## src/rtl/agen_pkg.sv

```systemverilog
package agen_pkg;
  typedef enum logic [2:0] {
    AM_IDX  = 3'd0,
    AM_POST = 3'd1,
    AM_PRE  = 3'd2,
    AM_UPD  = 3'd3,
    AM_BREV = 3'd4
  } agen_mode_e;

  typedef enum logic [1:0] {
    SZ_BYTE = 2'd0,
    SZ_HALF = 2'd1,
    SZ_WORD = 2'd2,
    SZ_RSVD = 2'd3
  } agen_size_e;

  typedef enum logic [1:0] {
    RK_IDX  = 2'd0,
    RK_BASE = 2'd1,
    RK_LEN  = 2'd2,
    RK_MOD  = 2'd3
  } agen_reg_e;
endpackage

```

## src/rtl/agen_regfile.sv

```systemverilog
module agen_regfile
  import agen_pkg::*;
#(
  parameter int unsigned N_SETS = 4,
  parameter int unsigned AW     = 32,
  localparam int unsigned SW    = (N_SETS > 1) ? $clog2(N_SETS) : 1
) (
  input  logic          clk_i,
  input  logic          rst_ni,
  input  logic          wr_en_i,
  input  logic [1:0]    wr_kind_i,
  input  logic [SW-1:0] wr_set_i,
  input  logic [AW-1:0] wr_data_i,
  input  logic          upd_en_i,
  input  logic [SW-1:0] upd_set_i,
  input  logic [AW-1:0] upd_val_i,
  output logic [AW-1:0] idx_o [N_SETS],
  output logic [AW-1:0] base_o[N_SETS],
  output logic [AW-1:0] len_o [N_SETS],
  output logic [AW-1:0] mod_o [N_SETS]
);
  for (genvar g = 0; g < N_SETS; g++) begin : g_set
    logic wr_hit, upd_hit;
    assign wr_hit  = wr_en_i && (wr_set_i == SW'(g));
    assign upd_hit = upd_en_i && (upd_set_i == SW'(g));

    always_ff @(posedge clk_i or negedge rst_ni) begin
      if (!rst_ni) begin
        idx_o[g]  <= '0;
        base_o[g] <= '0;
        len_o[g]  <= '0;
        mod_o[g]  <= '0;
      end else begin
        // software write beats the pointer update
        if (wr_hit && (wr_kind_i == RK_IDX || wr_kind_i == RK_BASE))
          idx_o[g] <= wr_data_i;
        else if (upd_hit)
          idx_o[g] <= upd_val_i;
        if (wr_hit && wr_kind_i == RK_BASE) base_o[g] <= wr_data_i;
        if (wr_hit && wr_kind_i == RK_LEN)  len_o[g]  <= wr_data_i;
        if (wr_hit && wr_kind_i == RK_MOD)  mod_o[g]  <= wr_data_i;
      end
    end
  end
endmodule

```

## src/rtl/agen_wrap.sv

```systemverilog
module agen_wrap #(
  parameter int unsigned AW = 32
) (
  input  logic [AW-1:0] idx_i,
  input  logic [AW-1:0] base_i,
  input  logic [AW-1:0] len_i,
  input  logic [AW-1:0] mod_i,
  output logic [AW-1:0] nxt_o
);
  localparam int unsigned XW = AW + 2;

  // two guard bits keep both bound compares exact across address zero
  logic signed [XW-1:0] i_x, b_x, l_x, m_x, sum_x, hi_x, dn_x, up_x;
  assign i_x   = $signed({2'b00, idx_i});
  assign b_x   = $signed({2'b00, base_i});
  assign l_x   = $signed({2'b00, len_i});
  assign m_x   = $signed({{2{mod_i[AW-1]}}, mod_i});
  assign sum_x = i_x + m_x;
  assign hi_x  = b_x + l_x;
  assign dn_x  = sum_x - l_x;
  assign up_x  = sum_x + l_x;

  always_comb begin
    nxt_o = sum_x[AW-1:0];
    if (len_i != '0) begin
      if (sum_x >= hi_x)     nxt_o = dn_x[AW-1:0];
      else if (sum_x < b_x)  nxt_o = up_x[AW-1:0];
    end
  end
endmodule

```

## src/rtl/agen_brev.sv

```systemverilog
module agen_brev #(
  parameter int unsigned AW = 32
) (
  input  logic [AW-1:0] a_i,
  input  logic [AW-1:0] b_i,
  output logic [AW-1:0] sum_o
);
  logic [AW-1:0] a_r, b_r, s_r;

  for (genvar k = 0; k < AW; k++) begin : g_rev
    assign a_r[k]   = a_i[AW-1-k];
    assign b_r[k]   = b_i[AW-1-k];
    assign sum_o[k] = s_r[AW-1-k];
  end

  assign s_r = a_r + b_r;
endmodule

```

## src/rtl/circ_agen.sv

```systemverilog
module circ_agen
  import agen_pkg::*;
#(
  parameter int unsigned N_SETS = 4,
  parameter int unsigned AW     = 32,
  localparam int unsigned SW    = (N_SETS > 1) ? $clog2(N_SETS) : 1
) (
  input  logic          clk_i,
  input  logic          rst_ni,
  input  logic          req_i,
  input  logic [SW-1:0] set_i,
  input  logic [SW-1:0] mod_sel_i,
  input  logic [2:0]    mode_i,
  input  logic [1:0]    size_i,
  input  logic          wr_en_i,
  input  logic [1:0]    wr_kind_i,
  input  logic [SW-1:0] wr_set_i,
  input  logic [AW-1:0] wr_data_i,
  output logic [AW-1:0] addr_o,
  output logic          valid_o,
  output logic          misalign_o
);
  logic [AW-1:0] idx_a [N_SETS];
  logic [AW-1:0] base_a[N_SETS];
  logic [AW-1:0] len_a [N_SETS];
  logic [AW-1:0] mod_a [N_SETS];

  logic [AW-1:0] cur_idx, cur_base, cur_len, cur_mod;
  logic [AW-1:0] wrap_nxt, brev_nxt, pre_addr;
  logic [AW-1:0] ea, upd_val;
  logic          acc, upd, mis;

  agen_regfile #(.N_SETS(N_SETS), .AW(AW)) i_regfile (
    .clk_i     (clk_i),
    .rst_ni    (rst_ni),
    .wr_en_i   (wr_en_i),
    .wr_kind_i (wr_kind_i),
    .wr_set_i  (wr_set_i),
    .wr_data_i (wr_data_i),
    .upd_en_i  (req_i && upd),
    .upd_set_i (set_i),
    .upd_val_i (upd_val),
    .idx_o     (idx_a),
    .base_o    (base_a),
    .len_o     (len_a),
    .mod_o     (mod_a)
  );

  assign cur_idx  = idx_a[set_i];
  assign cur_base = base_a[set_i];
  assign cur_len  = len_a[set_i];
  assign cur_mod  = mod_a[mod_sel_i];
  assign pre_addr = cur_idx + cur_mod;

  agen_wrap #(.AW(AW)) i_wrap (
    .idx_i  (cur_idx),
    .base_i (cur_base),
    .len_i  (cur_len),
    .mod_i  (cur_mod),
    .nxt_o  (wrap_nxt)
  );

  agen_brev #(.AW(AW)) i_brev (
    .a_i   (cur_idx),
    .b_i   (cur_mod),
    .sum_o (brev_nxt)
  );

  always_comb begin
    acc     = 1'b1;
    upd     = 1'b0;
    ea      = cur_idx;
    upd_val = wrap_nxt;
    case (mode_i)
      AM_POST: upd = 1'b1;
      AM_PRE:  ea  = pre_addr;
      AM_UPD: begin
        acc = 1'b0;
        upd = 1'b1;
      end
      AM_BREV: begin
        upd     = 1'b1;
        upd_val = brev_nxt;
      end
      default: ;
    endcase
  end

  always_comb begin
    case (size_i)
      SZ_BYTE: mis = 1'b0;
      SZ_HALF: mis = ea[0];
      default: mis = |ea[1:0];
    endcase
  end

  always_ff @(posedge clk_i or negedge rst_ni) begin
    if (!rst_ni) begin
      addr_o     <= '0;
      valid_o    <= 1'b0;
      misalign_o <= 1'b0;
    end else begin
      valid_o    <= req_i && acc;
      misalign_o <= req_i && acc && mis;
      if (req_i && acc) addr_o <= ea;
    end
  end
endmodule

```

## config.mk

```make
export PLATFORM = sky130hd
export DESIGN_NAME = circ_agen
export DESIGN_NICKNAME = d
export VERILOG_FILES = /design/src/rtl/agen_pkg.sv /design/src/rtl/agen_regfile.sv /design/src/rtl/agen_wrap.sv /design/src/rtl/agen_brev.sv /design/src/rtl/circ_agen.sv
export SDC_FILE = /design/constraint.sdc
export NUM_CORES = 1
export LEC_CHECK = 0
export ABC_AREA = 1
export BUFFER_PORTS_ARGS = -buffer_cell sky130_fd_sc_hd__buf_2
export CAP_MARGIN = 20
export CORE_UTILIZATION = 30
export CTS_CLUSTER_DIAMETER = 100
export DETAILED_ROUTE_END_ITERATION = 16
export PLACE_DENSITY = 0.49
export SLEW_MARGIN = 20
export SYNTH_ARGS = -nofsm -noshare
export SYNTH_HDL_FRONTEND = slang
export SYNTH_SLANG_ARGS = --single-unit
export TNS_END_PERCENT = 20
```

## constraint.sdc

```tcl
create_clock -name clk_i -period 5.51 [get_ports clk_i]
set_input_delay 0.2755 -clock clk_i [delete_from_list [all_inputs] [get_ports clk_i]]
set_output_delay 0.2755 -clock clk_i [all_outputs]
set_load 0.05 [all_outputs]
```

Word-level counts from Yosys, hierarchy flattened:

Cells that the tools add are included.

* flip-flop bits (word level): 546
* input bits: 49
* output and inout port bits: 34
* word-level logic and storage cells: 112

* multiplexer cells: 28
* reductions and logical operators: 39
* bitwise logic cells: 2
* magnitude comparators: 4
* $add $sub $neg: 6
* equal/unequal tests: 14

Operators by type and width (count)
* $mux W32: 21
* $bmux W32 S2: 4
* $add A32 B32 Y32: 3
* $add A33 B32 Y34: 1
* $ge A34 B34 Y1: 1
* $lt A34 B33 Y1: 1
* $add A32 B32 Y33: 1
* $reduce_bool A32 Y1: 1
* $sub A32 B32 Y32: 1
* $logic_and A1 B1 Y1: 27
* $eq A2 B2 Y1 const B: 6
* $eq A2 B1 Y1 const B: 4
* $logic_not A2 Y1: 4
* $reduce_bool A2 Y1: 4
* $eq A3 B2 Y1 const B: 2
* $ge A3 B3 Y1 const B: 2
* $not A2 Y3: 2
* $eq A3 B1 Y1 const B: 1
* $eq A3 B3 Y1 const B: 1
* $reduce_or A3 Y1: 1
* $mux W1: 2
* $pmux W1 S2: 1
* $reduce_or A2 Y1: 1
* $logic_or A1 B1 Y1: 1

Depth between registers and ports, before layout:

* depth in word-level cells: 12
* gate-level depth with buffers: 50
* mapped depth without buffers: 45

Modules after synthesis:

From an unflattened synthesis, not the netlist that was laid out.

* cells, all modules: 6211
* area, all modules: 41501.1 µm²

By module, submodules not included
* agen_regfile: instances 1, area an instance 20940.1 µm², cells each 2358
* agen_wrap: instances 1, area an instance 10184.8 µm², cells each 1850
* circ_agen: instances 1, area an instance 7991.4 µm², cells each 1509
* agen_brev: instances 1, area an instance 2384.8 µm², cells each 494

Least setup slack after synthesis:

No wires, ideal clock.

* path type: input to register
* start: input set_i[0]
* end: register i_regfile.idx_o[29] (netlist bit)
* setup slack: 0.098 ns
* setup time: 0.069 ns
* arrival time: 5.343 ns
* cell stages on the path: 39
* cell sequence: inv_1 > nor2_1 > buf_2 > buf_1 > clkbuf_1 > clkbuf_1 > a22oi_1 > o221ai_1 > ha_1 > buf_2 > nand2_1 > inv_1 > nand2_1 > nand2_1 > a21oi_1 > o21ai_0 > a221o_1 > xor2_1 > [... 3 more ...] > nor2_1 > inv_1 > nor4_1 > nand3_1 > nand3_1 > nand3_1 > o211ai_1 > nand2_1 > nand2_1 > xor2_1 > inv_1 > nand2_1 > nand3_1 > nand3_1 > nand2_1 > nand2_1 > nand2_1 > nand3_1

* word-level cells in the longest chain between the ends: 12
* elaborated cells on any way between the ends: 27
* classes of those cells: add/sub (5); order compare (2); eq/ne (1); mux (15); bitwise (1); reduce/logical (3)

Ends and longest elaborated chain
* from (decl): line circ_agen.sv:11 `input logic [SW-1:0] set_i,`
* $not A2 Y3 (not written as such): line circ_agen.sv:49, circ_agen.sv:50, circ_agen.sv:51
* $bmux W32 S2: line circ_agen.sv:49 `assign cur_idx = idx_a[set_i];`
* $mux W32 (not written as such) (2 in series): line circ_agen.sv:49
* $add A33 B32 Y34: line agen_wrap.sv:18 `assign sum_x = i_x + m_x;`
* $add A32 B32 Y32 or $lt A34 B33 Y1 (tied branches): line agen_wrap.sv:21, agen_wrap.sv:27
* $mux W32: line agen_wrap.sv:27 `else if (sum_x < b_x) nxt_o = up_x[AW-1:0];`
* $mux W32: line agen_wrap.sv:26 `if (sum_x >= hi_x) nxt_o = dn_x[AW-1:0];`
* $mux W32: line agen_wrap.sv:25 `if (len_i != '0) begin`
* $mux W32: line circ_agen.sv:74 `case (mode_i)`
* $mux W32: line agen_regfile.sv:37 `else if (upd_hit)`
* $mux W32: line agen_regfile.sv:35 `if (wr_hit && (wr_kind_i == RK_IDX || wr_kind_i == RK_BASE))`
* to (signal, indexed assignment): line agen_regfile.sv:36 `idx_o[g] <= wr_data_i;`
* to (signal, indexed assignment): line agen_regfile.sv:38 `idx_o[g] <= upd_val_i;`
* to (decl): line agen_regfile.sv:17 `output logic [AW-1:0] idx_o [N_SETS],`

Several ways; a longest one is shown, not always the timed one. The select of a mux whose other input is x is not followed.
A chain may end at the register's enable or synchronous reset.

Worst setup path in the final report:

* start: register i_regfile.len_o[109] (netlist bit)
* end: register i_regfile.idx_o[33] (netlist bit)

* word-level cells in the longest chain between the ends: 10
* elaborated cells on any way between the ends: 11
* classes of those cells: add/sub (1); order compare (1); mux (8); reduce/logical (1)

Ends and longest elaborated chain
* from (decl): line agen_regfile.sv:19 `output logic [AW-1:0] len_o [N_SETS],`
* from (signal, indexed assignment): line agen_regfile.sv:40 `if (wr_hit && wr_kind_i == RK_LEN) len_o[g] <= wr_data_i;`
* $bmux W32 S2 *: line circ_agen.sv:51 `assign cur_len = len_a[set_i];`
* $mux W32 (not written as such) * (2 in series): line circ_agen.sv:51
* $add A32 B32 Y33: line agen_wrap.sv:19 `assign hi_x = b_x + l_x;`
* $ge A34 B34 Y1: line agen_wrap.sv:26
* $mux W32: line agen_wrap.sv:26
* $mux W32 *: line agen_wrap.sv:25
* $mux W32 *: line circ_agen.sv:74
* $mux W32 *: line agen_regfile.sv:37
* $mux W32 *: line agen_regfile.sv:35

Mark *: on every way between the ends. The rest lies on a longest branch, timed or not. The select of a mux whose other input is x is not followed.

==> flow_summary.yaml <==
run_status:
  status: "complete, no violations"
die:
  core_sq_um: 116700
  io_pins: 83
  rows: 125
  start_util: 0.3041
  die_h_um: 345.9
  die_area_sq_um: 119600
  fp.dieW_um: 345.9
global_routing:
  grt_pass1_vias: 34971
  grt-ovfl-total: 0
  grt_max_degree: 155
  antenna_found_initial: 6
  track_usage: 0.2436
  grt_pass1_wl_mm: 220.9
detailed_routing:
  vias: 36185
  drt-initial-drc-count: 3346
  drc: 0
  wl_per_cell_um: 20.94
  wirelength_mm: 149.7
  drt-pass1-iter-count: 5
  detail-route-antenna-nets: 0
  vias_per_cell: 5.062
critical_path:
  critPathKind: "reg2reg"
  cp-start-kind: "flip-flop"
  reg2reg_from: "i_regfile.len_o[109]$_DFFE_PN0P_"
  max_stage_delay_ns: 0.45
  r2r_slack_ns: 0.14
  critPathCapture: "i_regfile.idx_o[33]$_DFFE_PN0P_"
  crit_arrival_ns: 5.91
  path_max_fanout: 5
  cp_slowest_cell: "and2_1"
  required_ns: 6.04
  cp_common_cell: "nand2_1"
  reg2reg_to: "i_regfile.idx_o[33]$_DFFE_PN0P_"
  r2r_cells: 33
  cp-end-kind: "flip-flop"
  startpoint: "i_regfile.len_o[109]$_DFFE_PN0P_"
cells_and_area:
  nets: 5820
  final_core_utilization: 0.4028
  finish.instance_area_sq_um: 46990
  drive_gt1_frac: 0.2335
  fillers: 12259
  syn2layout_area_growth_pct: 32.46
clocking:
  cts_buffers: 68
  clkTransAtPathRegs_ns: 0.06
  cts_tree: "yes"
  htree_levels: 3
  clkSinkCount: 546
  clock_path_buffers: 3
  worstSkewPairLatency_ns: 0.66
  clockRootBuffer: "clkbuf_16"
min_path:
  min_path_type: "in2reg"
synth:
  yosysUniqueCellTypes: 62
  ys.warnings.count: 0
  yosys-top-cells-area: "dfrtp_1 39%, nand2_1 13%, o21ai_0 8.9%, ha_1 6.7%, inv_1 6.3%"
  syn-cell-area_sq_um: 35480
  synth_common_cells: "1248 x nand2_1, 634 x o21ai_0, 594 x inv_1"
  synth-edff-count: 0
  syn_area_per_cell_sq_um: 7.297
  synth-seq-area-share: 0.3851
  yosysTopAreaCell: "dfrtp_1"
  synthFlopType: "dfrtp_1"
  netlist_instances: 4862
  async_flop_share: 1.000
  ys_ff_latch: 546
  yosysTopAreaCellShare: 0.3851
  syn-num-nets: 5105
  yosysMostFrequentCell: "nand2_1"
timing:
  finalHoldViolCount: 0
  max_freq_mhz: 186.1
  rsz0062_at_grt: "yes"
  relSlewSlack: 0.2785
  skew_ns: 0.04129
  worst_slew_pin_slew_ns: 1.081
  hold_slack_ns: 0.07617
  period_share: 0.9752
  setup_tns_ns: 0
  finalSetupViolCount: 0
  finalMaxSlewViolations: 0
  min_period_ns: 5.374
  fin_ws_ns: 0.1364
placement:
  dp_slack_ns: -0.8568
  gp_congestion: 0.9713
  hpwl_mm: 110.9
  io_buffer_count: 82
  place_area_sq_um: 43140
power_and_ir_drop:
  pwr_density_cell_nw_per_um2: 701.1
  ir_drop_mv: 0.3753
  leakage_uw: 0.02379
job:
  cap_violations: 0
layout by cell type, fill, tap and decap left out, drive strengths merged, types with 3 or more instances in the layout:
cell         count
o21ai          668
fa               5
a21o            11
buf            903
xnor2           21
xor2           102
inv            608
o221ai          15
dlygate4sd3      6
nor3            20
nand4           22
a22oi          114
clkbuf          98
and2            42
clkinv          20
o22ai          112
dfrtp          546
nand3          121
o2111ai          4
o21bai          11
a21oi          282
nor4             8
nor2           304
a21boi           7
nand3b           4
a211oi           4
a221o            4
ha             189
a31oi           16
o21a            10
bufinv           5
nand2         1279
a221oi          42
o211ai           6
o311ai           3
flip-flops by register name, indices dropped and copies added (netlist names):
name              count
i_regfile.base_o    128
valid_o               1
i_regfile.mod_o     128
misalign_o            1
addr_o               32
i_regfile.len_o     128
i_regfile.idx_o     128
report_power, final:
part	leakage (uW)	internal (uW)	total [uW]	switching (uW)
clock network	0.00110	2680	4580	1890
registers	0.00687	5130	5720	596
logic	0.0158	9650	22600	13000
cell type report:
class | instances | area (sq um) | share of cell area
diodes | 2 | 5.005 | 0.0001065
flip-flops and latches | 546 | 13660 | 0.2908
inverters | 612 | 2307 | 0.04910
well taps | 1524 | 1907 | 0.04058
multi-input cells | 3436 | 19680 | 0.4187
clock buffers | 94 | 1909 | 0.04063
repair buffers | 913 | 7181 | 0.1528
clock inverters | 22 | 342.8 | 0.007295
repair_timing:
item	4_1_cts	5_1_grt
hold buffers	6	0
endpoints found under the setup margin	128	128
hold endpoints to repair	87	0
gates resized for setup	71	212
pin swaps	15	69
cloned	3	4
buffers inserted	4	18
critical path: cells and delay by family (launching register included):
kind,cells,cell delay (ns)
and+or+nand+nor,19,2.32
AOI/OAI and AO/OA,6,0.97
buffers and inverters,5,0.71
adders and majority gates,2,0.71
DFF,1,0.38
xor gates and xnor gates,1,0.16
layer usage:
layer | vias up | global-route usage | share of wire
li1 | 17364 | - | -
met1 | 17571 | 0.3395 | 0.46
met2 | 1057 | 0.3943 | 0.46
met3 | 189 | 0.03103 | 0.055
met4 | 4 | 0.06694 | 0.025
met5 | - | 0 | 0.00018
worst min path at each step:
stage                      start                          endpoint  slack [ns]  depth (start not counted)
after floorplan           rst_ni             addr_o[0]$_DFFE_PN0P_       -0.02                          0
after global placement    rst_ni  i_regfile.mod_o[123]$_DFFE_PN0P_        0.34                          1
after detailed placement  rst_ni  i_regfile.mod_o[123]$_DFFE_PN0P_        0.33                          1
after CTS                  req_i             addr_o[0]$_DFFE_PN0P_        0.05                          3
after global routing       req_i             addr_o[0]$_DFFE_PN0P_        0.05                          3
final                      req_i             addr_o[0]$_DFFE_PN0P_        0.08                          3
logic make-up (layout without fill, tap and decap cells):
family,Yosys count,count (layout),share of synthesized area
compound gates,1316,1316,0.2121
xor+xnor,123,123,0.03058
fa+ha+maj,194,194,0.06948
buf+inv,880,1641,0.09579
flops,546,546,0.3851
other cells,0,2,0
simple gates,1803,1803,0.2070
stage by stage:
step	instances	total power, uW
finish	7149	32950
global route	7147	35270
CTS	7125	31420
detailed placement	6996	26090
global placement	6996	26080
floorplan	4862	16320
Note: power is estimated with default switching activity, not from simulation.
